**src/rtl/dma_mover_pkg.sv**
```systemverilog
package dma_mover_pkg;

  typedef enum logic [1:0] {
    XS_IDLE  = 2'd0,
    XS_OWN   = 2'd1,
    XS_YIELD = 2'd2
  } xfer_state_t;

  typedef enum logic {
    DIR_TO_MEM   = 1'b0,
    DIR_FROM_MEM = 1'b1
  } xfer_dir_t;

  typedef enum logic {
    MODE_STEAL = 1'b0,
    MODE_BURST = 1'b1
  } own_mode_t;

  typedef struct packed {
    xfer_dir_t dir;
    own_mode_t mode;
  } xfer_cfg_t;

endpackage

```
**src/rtl/dma_mover_cursor.sv**
```systemverilog
module dma_mover_cursor
  import dma_mover_pkg::*;
#(
  parameter int AW = 8,
  parameter int CW = 8
) (
  input  logic          clk,
  input  logic          rst_n,
  input  logic          load,
  input  logic [AW-1:0] load_addr,
  input  logic [CW-1:0] load_count,
  input  xfer_cfg_t     load_cfg,
  input  logic          step,
  output logic [AW-1:0] addr,
  output logic [CW-1:0] left,
  output xfer_cfg_t     cfg,
  output logic          last,
  output logic          load_zero
);

  localparam logic [CW-1:0] ONE_WORD = CW'(1);

  always_ff @(posedge clk or negedge rst_n) begin
    if (!rst_n) begin
      addr <= '0;
      left <= '0;
      cfg  <= '{dir: DIR_TO_MEM, mode: MODE_STEAL};
    end else if (load) begin
      addr <= load_addr;
      left <= load_count;
      cfg  <= load_cfg;
    end else if (step) begin
      addr <= addr + 1'b1;
      left <= left - 1'b1;
    end
  end

  assign last      = (left == ONE_WORD);
  assign load_zero = (load_count == '0);

endmodule

```
**src/rtl/dma_mover_ctrl.sv**
```systemverilog
module dma_mover_ctrl
  import dma_mover_pkg::*;
(
  input  logic        clk,
  input  logic        rst_n,
  input  logic        start,
  input  logic        start_zero,
  input  logic        burst,
  input  logic        fire,
  input  logic        last,
  output logic        accept,
  output xfer_state_t state,
  output logic        busy,
  output logic        done,
  output logic        irq
);

  xfer_state_t state_nx;
  logic        finish_nx;

  assign accept = start && (state == XS_IDLE);

  always_comb begin
    state_nx  = state;
    finish_nx = 1'b0;
    unique case (state)
      XS_IDLE: begin
        if (accept) begin
          if (start_zero) finish_nx = 1'b1;
          else            state_nx  = XS_OWN;
        end
      end
      XS_OWN: begin
        if (fire) begin
          if (last) begin
            state_nx  = XS_IDLE;
            finish_nx = 1'b1;
          end else if (!burst) begin
            state_nx = XS_YIELD;
          end
        end
      end
      XS_YIELD: state_nx = XS_OWN;
      default:  state_nx = XS_IDLE;
    endcase
  end

  always_ff @(posedge clk or negedge rst_n) begin
    if (!rst_n) begin
      state <= XS_IDLE;
      done  <= 1'b0;
      irq   <= 1'b0;
    end else begin
      state <= state_nx;
      irq   <= finish_nx;
      if (finish_nx)   done <= 1'b1;
      else if (accept) done <= 1'b0;
    end
  end

  assign busy = (state != XS_IDLE);

endmodule

```
**src/rtl/dma_mover_port.sv**
```systemverilog
module dma_mover_port
  import dma_mover_pkg::*;
#(
  parameter int DW = 16
) (
  input  logic          own,
  input  logic          grant,
  input  xfer_dir_t     dir,
  input  logic          in_valid,
  input  logic [DW-1:0] in_data,
  input  logic          out_ready,
  input  logic [DW-1:0] mem_rdata,
  output logic          in_ready,
  output logic          out_valid,
  output logic [DW-1:0] out_data,
  output logic          mem_wr,
  output logic          mem_rd,
  output logic [DW-1:0] mem_wdata,
  output logic          fire
);

  logic held;

  assign held      = own && grant;
  assign in_ready  = held && (dir == DIR_TO_MEM);
  assign out_valid = held && (dir == DIR_FROM_MEM);
  assign mem_wr    = in_ready && in_valid;
  assign mem_rd    = out_valid && out_ready;
  assign mem_wdata = in_data;
  assign out_data  = mem_rdata;
  assign fire      = mem_wr || mem_rd;

endmodule

```
**src/rtl/dma_mover.sv**
```systemverilog
module dma_mover
  import dma_mover_pkg::*;
#(
  parameter int AW = 8,
  parameter int DW = 16,
  parameter int CW = 8
) (
  input  logic          clk,
  input  logic          rst_n,
  input  logic          start,
  input  logic [AW-1:0] start_addr,
  input  logic [CW-1:0] start_count,
  input  logic          start_dir,
  input  logic          start_burst,
  output logic          busy,
  output logic          done,
  output logic          irq,
  output logic          bus_req,
  input  logic          bus_grant,
  output logic [AW-1:0] mem_addr,
  output logic          mem_wr,
  output logic          mem_rd,
  output logic [DW-1:0] mem_wdata,
  input  logic [DW-1:0] mem_rdata,
  input  logic          in_valid,
  output logic          in_ready,
  input  logic [DW-1:0] in_data,
  output logic          out_valid,
  input  logic          out_ready,
  output logic [DW-1:0] out_data
);

  xfer_cfg_t   load_cfg;
  xfer_cfg_t   cur_cfg;
  xfer_state_t state;
  logic [CW-1:0] remaining;
  logic accept;
  logic fire;
  logic last;
  logic load_zero;
  logic cur_burst;

  assign load_cfg  = '{dir: xfer_dir_t'(start_dir), mode: own_mode_t'(start_burst)};
  assign cur_burst = (cur_cfg.mode == MODE_BURST);
  assign bus_req   = (state == XS_OWN);

  dma_mover_cursor #(.AW(AW), .CW(CW)) u_cursor (
    .clk        (clk),
    .rst_n      (rst_n),
    .load       (accept),
    .load_addr  (start_addr),
    .load_count (start_count),
    .load_cfg   (load_cfg),
    .step       (fire),
    .addr       (mem_addr),
    .left       (remaining),
    .cfg        (cur_cfg),
    .last       (last),
    .load_zero  (load_zero)
  );

  dma_mover_ctrl u_ctrl (
    .clk        (clk),
    .rst_n      (rst_n),
    .start      (start),
    .start_zero (load_zero),
    .burst      (cur_burst),
    .fire       (fire),
    .last       (last),
    .accept     (accept),
    .state      (state),
    .busy       (busy),
    .done       (done),
    .irq        (irq)
  );

  dma_mover_port #(.DW(DW)) u_port (
    .own       (bus_req),
    .grant     (bus_grant),
    .dir       (cur_cfg.dir),
    .in_valid  (in_valid),
    .in_data   (in_data),
    .out_ready (out_ready),
    .mem_rdata (mem_rdata),
    .in_ready  (in_ready),
    .out_valid (out_valid),
    .out_data  (out_data),
    .mem_wr    (mem_wr),
    .mem_rd    (mem_rd),
    .mem_wdata (mem_wdata),
    .fire      (fire)
  );

endmodule

```
**config.mk**
```make
export PLATFORM = sky130hd
export DESIGN_NAME = dma_mover
export DESIGN_NICKNAME = d
export VERILOG_FILES = /design/src/rtl/dma_mover_pkg.sv /design/src/rtl/dma_mover_cursor.sv /design/src/rtl/dma_mover_ctrl.sv /design/src/rtl/dma_mover_port.sv /design/src/rtl/dma_mover.sv
export SDC_FILE = /design/constraint.sdc
export NUM_CORES = 1
export LEC_CHECK = 0
export ABC_AREA = 1
export ABC_CLOCK_PERIOD_IN_PS = 3500
export BUFFER_PORTS_ARGS = -buffer_cell sky130_fd_sc_hd__buf_2
export CAP_MARGIN = 20
export CORE_MARGIN = 1
export CORE_UTILIZATION = 46
export DETAILED_ROUTE_END_ITERATION = 8
export GPL_ROUTABILITY_DRIVEN = 0
export PLACE_DENSITY = 0.86
export REMOVE_ABC_BUFFERS = 1
export SYNTH_ARGS = -nofsm -noshare
export SYNTH_HDL_FRONTEND = slang
export SYNTH_SLANG_ARGS = --single-unit
```
**constraint.sdc**
```tcl
create_clock -name clk -period 3.5 [get_ports clk]
set_input_delay 0.7 -clock clk [delete_from_list [all_inputs] [get_ports clk]]
set_output_delay 0.7 -clock clk [all_outputs]
set_load 0.01 [all_outputs]
```
Yosys cells after proc, flatten, opt, wreduce, memory -nomap -nowiden
Index checks and enable logic that the tools add are counted.
- output and inout port bits: 48
- flip-flop bits (word level): 22
- eq/ne operators: 7
- bitwise operators: 1
- multiplexer cells: 17
- add/subtract/negate cells: 2
- reduce and logical (&&, ||, !) cells: 13
- operators by type and width (cell ; number):
    two-way mux 8 bit ; 4
    two-way mux 2 bit ; 5
    adder 8 x 1 -> 8 bit, second input constant ; 1
    equality test 8 x 1 -> 1 bit, second input constant ; 1
    logical NOT 8 bit ; 1
    subtractor 8 x 1 -> 8 bit, second input constant ; 1
    logical AND 1 bit ; 6
    two-way mux 1 bit ; 6
    inequality test 2 bit, second input constant ; 3
    one-hot mux 2 bit (3 select lines) ; 1
    nonzero test 2 bit ; 3
    AND reduction 4 bit ; 1
    inequality test 3 bit, second input constant ; 1
    equality test 2 x 1 -> 1 bit, second input constant ; 1
    equality test 2 bit, second input constant ; 1
    logical NOT 2 bit ; 1
    one-hot mux 1 bit (2 select lines) ; 1
    logical OR 1 bit ; 1
    inverter 1 bit ; 1

Logic depth before layout (Yosys ltp)
Gate-level depths: netlist of run 1.
- depth after elaboration: 8
- mapped depth: 8

By module
From an unflattened synthesis of run 1, not the netlist that was laid out.
- cell total of the unflattened synthesis: 213
- area total of the unflattened synthesis: 1609.0 sq um
- by module, submodules not included (module ; times used ; cells an instance ; area an instance (sq um) ; seq. area each (sq um)):
    dma_mover_cursor ; 1 ; 140 ; 1103.6 ; 450.4
    dma_mover_port ; 1 ; 41 ; 279.0 ; 0.0
    dma_mover_ctrl ; 1 ; 30 ; 216.5 ; 100.1
    dma_mover ; 1 ; 2 ; 10.0 ; 0.0

Worst setup path before layout of run 1
OpenSTA, ideal clock, no wires.
- kind: input to output
- start: input port bus_grant
- end: output port mem_wr
- required time: 2.800 ns
- stages on the path: 2
- arrival: 0.972 ns
- slack: 1.828 ns
- cells stage by stage: nand4_2 inv_1
- longest elaborated chain between the ends: 3
- ends and longest elaborated chain (item ; line ; text):
    start: declaration ; dma_mover.sv:19 ; input logic bus_grant,
    logical AND 1 bit ; dma_mover_port.sv:24 ; assign held = own && grant;
    logical AND 1 bit ; dma_mover_port.sv:25 ; assign in_ready = held && (dir == DIR_TO_MEM);
    logical AND 1 bit ; dma_mover_port.sv:27 ; assign mem_wr = in_ready && in_valid;
    end: declaration ; dma_mover.sv:21 ; output logic mem_wr,
Every way passes these cells.

Worst setup path after layout of run 1
- start: register u_ctrl.state[1]
- end: output port mem_rd
- longest elaborated chain between the ends: 4
- ends and longest elaborated chain (item ; line ; text):
    start: declaration ; dma_mover_ctrl.sv:12 ; output xfer_state_t state,
    start signal: assignment ; dma_mover_ctrl.sv:54 ; state <= state_nx;
    equality test 2 x 1 -> 1 bit ; dma_mover.sv:45 ; assign bus_req = (state == XS_OWN);
    logical AND 1 bit ; dma_mover_port.sv:24 ;
    logical AND 1 bit ; dma_mover_port.sv:26 ; assign out_valid = held && (dir == DIR_FROM_MEM);
    logical AND 1 bit ; dma_mover_port.sv:28 ; assign mem_rd = out_valid && out_ready;
    end: declaration ; dma_mover.sv:22 ; output logic mem_rd,
Every way passes these cells.

==> insert_results.sql, run 1 <==
INSERT INTO impl_metrics (metric_group, metric, value, unit) VALUES
('synthesis', 'yosys.area.top_type_share', '34.51', '%'),
('setup_path', 'timing.critical_path.from_type', 'flop', ''),
('cells_and_area', 'layout.area.seq', '550.5', 'um2'),
('placed_design', 'port-buffer-count', '39', ''),
('flow_run', 'max_cap_viol_count', '0', ''),
('setup_path', 'critical_path.slowest_cell', 'sky130_fd_sc_hd__dfrtp_1', ''),
('outcome', 'outcome', 'complete, no violations', ''),
('global_routing', 'grt_first_pass_wirelength', '6.092', 'mm'),
('global_routing', 'via_count_of_the_first_global_routing_pass', '1142', ''),
('sta', 'largest_clock_skew_in_the_final_design', '6.718', 'ps'),
('clock_network', 'cts.repair_timing.setup_buffer_count', '0', ''),
('sta', 'layout_min_cycle_time', '2057', 'ps'),
('clock_network', 'cts.htree.levels', '1', ''),
('power_and_ir_drop', 'peak_ir_drop_on_the_vdd_network', '0.0004148', 'V'),
('synthesis', 'synth.ff_latch_count', '22', ''),
('clock_network', 'clkTransAtPathRegs', '130', 'ps'),
('sta', 'finalCritPeriodShare', '58.77', '%'),
('sta', 'maxClockFrequency', '0.4862', 'GHz'),
('setup_path', 'critical_path_buf_inv_count', '2', ''),
('setup_path', 'required', '2800', 'ps'),
('setup_path', 'end_kind', 'output pin', ''),
('floorplan', 'rows', '21', ''),
('cells_and_area', 'multi_input_comb_area', '710.7', 'um2'),
('cells_and_area', 'area_growth_syn_to_layout', '1.255', '%'),
('global_routing', 'grt_start_max_net_pins', '25', ''),
('cells_and_area', 'n_antenna_cell', '0', ''),
('floorplan', 'design.portCount', '104', ''),
('clock_network', 'clock_sink_count', '22', ''),
('drt', 'drt_pre_antenna_iters', '6', ''),
('floorplan', 'floorplan.die.width', '60.89', 'um'),
('clock_network', 'clock_insertion_delay_worst_skew', '310', 'ps'),
('sta', 'hold_viol_final', '0', ''),
('clock_network', 'numCtsBuffers', '3', ''),
('sta', 'setup_violations', '0', ''),
('setup_path', 'crit_path_cell_trace', 'nor2_8 > nand4_2 > inv_1 > buf_2', ''),
('sta', 'setup_repair_after_global_routing_missed_its_margin', 'no', ''),
('cells_and_area', 'final_layout_size_suffix_gt1_share', '25.34', '%'),
('global_routing', 'globalRouteTotalUtil', '23.48', '%'),
('clock_network', 'clock_path_buffers', '2', ''),
('clock_network', 'post_cts_hold_buffer_count', '0', ''),
('global_routing', 'antenna_found_initial', '0', ''),
('floorplan', 'core-area', '0.003337', 'mm2'),
('drt', 'post_drt_wl_per_cell', '15.42', 'um'),
('sta', 'final.setup.tns', '0', 'ps'),
('synthesis', 'syn_area', '0.001595', 'mm2'),
('setup_path', 'path_class', 'reg2out', ''),
('floorplan', 'die_y', '60.89', 'um'),
('placed_design', 'dp_hpwl', '3.122', 'mm'),
('setup_path', 'path_max_fanout', '7', ''),
('floorplan', 'floorplan.die_area', '0.003708', 'mm2'),
('drt', 'postRouteAntennaNets', '0', ''),
('sta', 'timing.final.max_slew_violations', '0', ''),
('cells_and_area', 'nets', '281', ''),
('synthesis', 'sequential_to_total_area_share_from_yosys_stat', '34.51', '%'),
('synthesis', 'synth_area_leaders', 'sky130_fd_sc_hd__dfrtp_1 (35%), sky130_fd_sc_hd__nand2_1 (17%), sky130_fd_sc_hd__buf_4 (16%), sky130_fd_sc_hd__nand3_1 (8.5%), sky130_fd_sc_hd__nor2_1 (3.5%)', ''),
('synthesis', 'synth-warning-count', '0', ''),
('clock_network', 'ctsRootBufferMaster', 'sky130_fd_sc_hd__clkbuf_4', ''),
('synthesis', 'syn_area_per_cell', '7.455', 'um2'),
('cells_and_area', 'filler_cell_count', '337', ''),
('sta', 'worst_hold_slack', '328.6', 'ps'),
('power_and_ir_drop', 'leakage_power', '0.9006', 'nW'),
('drt', 'post-route-drc-count', '0', ''),
('setup_path', 'worstPathArrival', '1360', 'ps'),
('synthesis', 'synthesis.instances', '214', ''),
('worst_hold_path', 'worst_hold_path_type', 'in2async', ''),
('drt', 'drt_iter0_drc', '71', ''),
('drt', 'num_vias', '1330', ''),
('sta', 'max_slew_margin', '67.10', '%'),
('drt', 'vias_per_cell', '4.981', ''),
('global_routing', 'grt-ovfl-total', '0', ''),
('setup_path', 'cpPeakStageDelay', '470', 'ps'),
('sta', 'worst_slew_pin_slew', '493.6', 'ps'),
('synthesis', 'synth_area_leader_cell', 'sky130_fd_sc_hd__dfrtp_1', ''),
('clock_network', 'cts_repair_resize_count', '0', ''),
('setup_path', 'timing.critical_path.max_delay_family', 'flip-flops', ''),
('synthesis', 'synth_cell_types', '23', ''),
('floorplan', 'start_util', '47.81', '%'),
('clock_network', 'tritoncts_clock_tree', 'built', ''),
('drt', 'finalWirelength', '4.117', 'mm'),
('power_and_ir_drop', 'cellPowerDensity', '780.4', 'mW/mm2');
==> flip-flops by register name (all words and copies together) (netlist names) <==
| register | cells |
|---|---|
| u_ctrl.done | 1 |
| u_ctrl.irq | 1 |
| u_ctrl.state | 2 |
| u_cursor.addr | 8 |
| u_cursor.cfg | 2 |
| u_cursor.left | 8 |
==> where the power goes <==
part	internal (mW)	switching, mW
Combinational	0.253	0.376
Sequential	0.365	0.122
Clock	0.0635	0.0815
==> Yosys cell counts (all sizes together) <==
cell / count
nand4: 4
buf: 36
xnor2: 4
o21ai: 3
o211ai: 1
xor2: 5
nand2: 72
nand3: 27
clkinv: 1
nor2: 19
inv: 16
ha: 3
dfrtp: 22
o21bai: 1
==> cell families after synthesis <==
kind of cell    after synthesis  synth area share [%]
simple gates                122                 35.37
buf+inv                      53                 20.94
flops                        22                 34.51
xor+xnor                      9                 4.941
compound gates                5                 1.882
fa+ha+maj                     3                 2.353
==> worst paths after layout <==
kind,start,depth (start not counted),slack (ps),endpoint
setup / recovery,u_ctrl.state[1],4,1440,mem_rd
hold / removal,rst_n,1,330,u_cursor.left[0]
setup reg to reg,u_ctrl.state[0],8,2000,u_cursor.addr[2]
hold reg to reg,u_cursor.left[1],2,510,u_cursor.left[1]
max in group asynchronous,rst_n,1,2840,u_cursor.addr[3]
min in group clk,u_cursor.left[1],2,510,u_cursor.left[1]
==> per-stage QoR <==
step | setup slack, ps | cells | total power [mW] | instance area (um2) | utilization (%)
after global routing | 1359 | 267 | 1.382 | 1615 | 48.41
after floorplan | 1828 | 178 | 0.9395 | 1326 | -
after detailed placement | 1586 | 263 | 1.127 | 1579 | 47.32
final | 1443 | 267 | 1.261 | 1615 | 48.41
after global placement | 1613 | 263 | 1.100 | 1579 | 47.32
after CTS | 1424 | 267 | 1.273 | 1615 | 48.41
==> routing by layer <==
| layer | share of wire (%) | vias up | track usage, % |
|---|---|---|---|
| met4 | 0.22 | 0 | 3.247 |
| met2 | 40 | 76 | 30.93 |
| met1 | 44 | 598 | 29.47 |
| met5 | 0 | - | 8.571 |
| met3 | 16 | 2 | 19.19 |
| li1 | - | 654 | - |
==> cell usage in the layout, fill, tap and decap left out, types with 2 or more instances in the layout <==
master	instances
sky130_fd_sc_hd__xor2_1	5
sky130_fd_sc_hd__inv_2	5
sky130_fd_sc_hd__buf_2	39
sky130_fd_sc_hd__nand4_2	2
sky130_fd_sc_hd__inv_1	11
sky130_fd_sc_hd__nand4_1	2
sky130_fd_sc_hd__xnor2_1	4
sky130_fd_sc_hd__clkbuf_4	3
sky130_fd_sc_hd__dfrtp_1	22
sky130_fd_sc_hd__nand2_1	71
sky130_fd_sc_hd__nand3_1	27
sky130_fd_sc_hd__nor2_8	2
sky130_fd_sc_hd__ha_1	3
sky130_fd_sc_hd__o21ai_0	2
sky130_fd_sc_hd__nor2_1	15
==> cell type report <==
type                    instances  share of cell area (%)
clock buffers                   4                   2.246
inverters                      17                   4.028
repair buffers                 39                   12.08
flip-flops and latches         22                   34.08
multi-input cells             139                   44.00
well taps                      46                   3.563
==> worst register-to-register path, delay by kind of cell, from the launching register on <==
family / cells / cell delay [ps]
buf+inv: 2 / 200
flops: 1 / 440
simple gates: 6 / 760
Power figures use the tool's default switching activity.
==> run 2, diff against run 1 <==
- ABC_AREA: 1 -> 0
- ABC_CLOCK_PERIOD_IN_PS: 3500 -> 1800
- CORE_UTILIZATION: 46 -> 37
- PLACE_DENSITY: 0.86 -> 0.76
- clock period: 3.5 -> 1.8 ns (I/O delays scaled with it)
==> insert_results.sql, run 2 <==
INSERT INTO impl_metrics (metric_group, metric, value, unit) VALUES
('sta', 'hold_viol_final', '0', ''),
('setup_path', 'timing.critical_path.from_type', 'flop', ''),
('synthesis', 'synthesis.instances', '165', ''),
('setup_path', 'critical_path_buf_inv_count', '1', ''),
('synthesis', 'postSynth.asyncResetShare', '100.0', '%'),
('floorplan', 'start_util', '39.54', '%'),
('setup_path', 'path_class', 'reg2out', ''),
('setup_path', 'crit_path_cell_trace', 'and3b_2 > and3_2 > buf_2', ''),
('setup_path', 'path_max_fanout', '7', ''),
('clock_network', 'clock_path_buffers', '2', ''),
('setup_path', 'worstPathArrival', '1370', 'ps'),
('worst_hold_path', 'worst_hold_path_type', 'in2async', ''),
('sta', 'largest_clock_skew_in_the_final_design', '8.422', 'ps'),
('cells_and_area', 'final_layout_size_suffix_gt1_share', '33.71', '%'),
('synthesis', 'synth_area_leader_cell', 'sky130_fd_sc_hd__dfrtp_1', ''),
('synthesis', 'synth.ff_latch_count', '22', ''),
('power_and_ir_drop', 'share_clk_of_total_power', '18.8', '%'),
('sta', 'max_slew_margin', '66.68', '%'),
('power_and_ir_drop', 'power.share.switching', '39.24', '%'),
('drt', 'postRouteAntennaNets', '0', ''),
('placed_design', 'pre_cts_ws', '90.27', 'ps'),
('synthesis', 'sequential_to_total_area_share_from_yosys_stat', '37.19', '%'),
('global_routing', 'via_count_of_the_first_global_routing_pass', '1161', ''),
('floorplan', 'core-area', '0.003744', 'mm2'),
('power_and_ir_drop', 'power.combinational.fraction', '42.0', '%'),
('cells_and_area', 'n_antenna_cell', '0', ''),
('sta', 'maxClockFrequency', '0.5781', 'GHz'),
('floorplan', 'floorplan.die_area', '0.004258', 'mm2'),
('setup_path', 'critical_path.slowest_cell', 'sky130_fd_sc_hd__dfrtp_1', ''),
('drt', 'finalWirelength', '4.275', 'mm'),
('cells_and_area', 'layoutNonFillerInstCount', '226', ''),
('synthesis', 'synth_area_leaders', 'sky130_fd_sc_hd__dfrtp_1 (37%), sky130_fd_sc_hd__buf_4 (17%), sky130_fd_sc_hd__nor2_1 (3.6%), sky130_fd_sc_hd__nand2_1 (3.3%), sky130_fd_sc_hd__ha_1 (2.5%)', ''),
('sta', 'timing.final.max_slew_violations', '0', ''),
('sta', 'finalCritPeriodShare', '96.10', '%'),
('global_routing', 'grt_start_max_net_pins', '23', ''),
('cells_and_area', 'area_growth_syn_to_layout', '7.777', '%'),
('floorplan', 'design.portCount', '104', ''),
('flow_run', 'max_cap_viol_count', '0', ''),
('synthesis', 'ys_top_cells_by_count', 'sky130_fd_sc_hd__buf_4 (33), sky130_fd_sc_hd__dfrtp_1 (22), sky130_fd_sc_hd__nor2_1 (14)', ''),
('synthesis', 'synth_cell_types', '43', ''),
('clock_network', 'cts.htree.levels', '1', ''),
('clock_network', 'numCtsBuffers', '3', ''),
('synthesis', 'syn_area', '0.001480', 'mm2'),
('placed_design', 'dp_hpwl', '3.254', 'mm'),
('placed_design', 'dpl-instance-area', '0.001506', 'mm2'),
('cells_and_area', 'nets', '238', ''),
('drt', 'drt_iter0_drc', '44', ''),
('synthesis', 'yosys.area.top_type_share', '37.19', '%'),
('sta', 'layout_min_cycle_time', '1730', 'ps'),
('drt', 'post-route-drc-count', '0', ''),
('cells_and_area', 'layout_commonest_cell', 'sky130_fd_sc_hd__buf_2', ''),
('synthesis', 'synth.most_common_cell', 'sky130_fd_sc_hd__buf_4', ''),
('synthesis', 'synth_edf_count', '0', ''),
('cells_and_area', 'reg_top3', 'u_cursor.addr: 8 flops, u_cursor.left: 8 flops', ''),
('placed_design', 'dpl.cell_count', '220', ''),
('global_routing', 'grt-ovfl-total', '0', ''),
('sta', 'worst_slew_pin_slew', '499.7', 'ps'),
('floorplan', 'floorplan.die.width', '65.25', 'um'),
('cells_and_area', 'layout_common_cells', 'sky130_fd_sc_hd__buf_2 (39), sky130_fd_sc_hd__dfrtp_1 (21), sky130_fd_sc_hd__nor2_1 (14)', ''),
('sta', 'final.setup.tns', '0', 'ps'),
('global_routing', 'antenna_found_initial', '0', ''),
('floorplan', 'die_y', '65.25', 'um'),
('synthesis', 'syn_area_per_cell', '8.971', 'um2'),
('floorplan', 'rows', '22', ''),
('global_routing', 'grt_first_pass_wirelength', '6.534', 'mm'),
('cells_and_area', 'post-route-cell-area', '0.001595', 'mm2'),
('power_and_ir_drop', 'cellPowerDensity', '1553', 'mW/mm2'),
('setup_path', 'timing.critical_path.max_delay_family', 'simple AND/OR/NAND/NOR gates', ''),
('power_and_ir_drop', 'intPower', '1.506', 'mW'),
('setup_path', 'required', '1440', 'ps'),
('cells_and_area', 'filler_cell_count', '392', ''),
('clock_network', 'post_cts_hold_buffer_count', '0', ''),
('power_and_ir_drop', 'power.switching', '972.2', 'uW'),
('clock_network', 'ctsRootBufferMaster', 'sky130_fd_sc_hd__clkbuf_8', ''),
('sta', 'setup_repair_after_global_routing_missed_its_margin', 'no', ''),
('clock_network', 'clock_sink_count', '22', ''),
('setup_path', 'cpPeakStageDelay', '420', 'ps'),
('drt', 'drt_pre_antenna_iters', '4', ''),
('clock_network', 'tritoncts_clock_tree', 'built', ''),
('drt', 'post_drt_wl_per_cell', '18.92', 'um'),
('power_and_ir_drop', 'peak_ir_drop_on_the_vdd_network', '0.0006963', 'V'),
('sta', 'timing.final.ws_setup', '70.19', 'ps'),
('global_routing', 'globalRouteTotalUtil', '21.37', '%'),
('clock_network', 'clkTransAtPathRegs', '80', 'ps'),
('drt', 'vias_per_cell', '5.558', ''),
('synthesis', 'synth-warning-count', '0', ''),
('setup_path', 'end_kind', 'output pin', ''),
('synthesis', 'synthFlopType', 'sky130_fd_sc_hd__dfrtp_1', ''),
('outcome', 'outcome', 'complete, no violations', ''),
('power_and_ir_drop', 'leakage_power', '0.7349', 'nW'),
('power_and_ir_drop', 'pwr-share-seq', '39.2', '%'),
('placed_design', 'port-buffer-count', '39', ''),
('sta', 'setup_violations', '0', ''),
('drt', 'num_vias', '1256', ''),
('clock_network', 'clock_insertion_delay_worst_skew', '270', 'ps');
## run 2: cell types whose count changed in the layout (fill, tap and decap cells not counted), sizes merged, moves of 3 or more
cell | previous run | this run
or4 | 0 | 3
a21oi | 0 | 7
nor2 | 19 | 14
o22ai | 0 | 3
inv | 16 | 4
nand3 | 27 | 7
nor3 | 0 | 4
nor4 | 0 | 4
buf | 39 | 47
nand2 | 72 | 14
## run 2: stage by stage
| step | util (%) | power, mW | hold slack, ps |
|---|---|---|---|
| final | 42.61 | 2.478 | 44.41 |
| after global routing | 42.61 | 2.672 | 76.06 |
| after CTS | 42.58 | 2.486 | 54.13 |
| after detailed placement | 40.24 | 1.987 | 359.5 |
| after global placement | 40.24 | 1.969 | 356.7 |
| after floorplan | - | 1.578 | 64.41 |
## run 2: final timing paths
path	slack [ps]	cells past startpoint	from	to
worst max-delay path	70	3	u_ctrl.state[1]	mem_rd
worst min-delay path	40	1	rst_n	u_cursor.left[6]
worst max register to register	180	4	u_ctrl.state[1]	u_cursor.addr[6]
worst min register to register	470	1	u_cursor.cfg[0]	u_ctrl.state[1]
max in group asynchronous	1390	1	rst_n	u_ctrl.state[0]
min in group clk	270	3	start_burst	u_cursor.cfg[0]
## run 2: worst register-to-register path, cell delays in order, from the launching register on
cell and delay, ps:
sky130_fd_sc_hd__dfrtp_1 420, sky130_fd_sc_hd__and3b_2 350, sky130_fd_sc_hd__nand2_4 100, sky130_fd_sc_hd__or4_1 500, sky130_fd_sc_hd__a31oi_1 170
## run 2: cell type report
| cell class | count | area [um2] | share of cell area (%) |
|---|---|---|---|
| inverter | 4 | 15.01 | 0.9412 |
| tap | 48 | 60.06 | 3.765 |
| multi-input combinational | 101 | 641.9 | 40.24 |
| timing repair buffer | 47 | 255.2 | 16.00 |
| sequential | 22 | 551.8 | 34.59 |
| clock buffer | 3 | 41.29 | 2.588 |
| clock inverter | 1 | 30.03 | 1.882 |
## run 2: routing by layer
| layer | global-route usage (%) | vias to the layer above | wire length, um |
|---|---|---|---|
| met1 | 29.88 | 598 | 1999 |
| met2 | 23.97 | 74 | 1564 |
| met4 | 6.522 | 0 | 46 |
| li1 | - | 579 | - |
| met3 | 15.10 | 5 | 664 |
| met5 | 11.11 | - | 0 |
## run 2: logic make-up (layout without fill, tap and decap cells)
family | after synthesis | in the layout | synth area share [%]
AOI/OAI and AO/OA | 26 | 26 | 11.24
and+or+nand+nor | 63 | 63 | 23.67
muxes | 2 | 2 | 1.690
adders and majority gates | 3 | 3 | 2.536
xor gates and xnor gates | 7 | 7 | 4.142
buffers and inverters | 42 | 55 | 19.53
DFF | 22 | 22 | 37.19
## run 2: timing repair
| item | 4_1_cts | 5_1_grt |
|---|---|---|
| gates resized for setup | 1 | 1 |
| endpoints found under the setup margin | 3 | 1 |
| buffers inserted | 2 | 0 |
## run 2: power by group through the flow
stage / clock, mW / combinational, mW / sequential [mW]
after floorplan: 0 / 0.621 / 0.957
after global placement: 0 / 1.01 / 0.962
after detailed placement: 0 / 1.02 / 0.970
after CTS: 0.478 / 1.04 / 0.963
after global routing: 0.497 / 1.16 / 1.01
final: 0.465 / 1.04 / 0.972
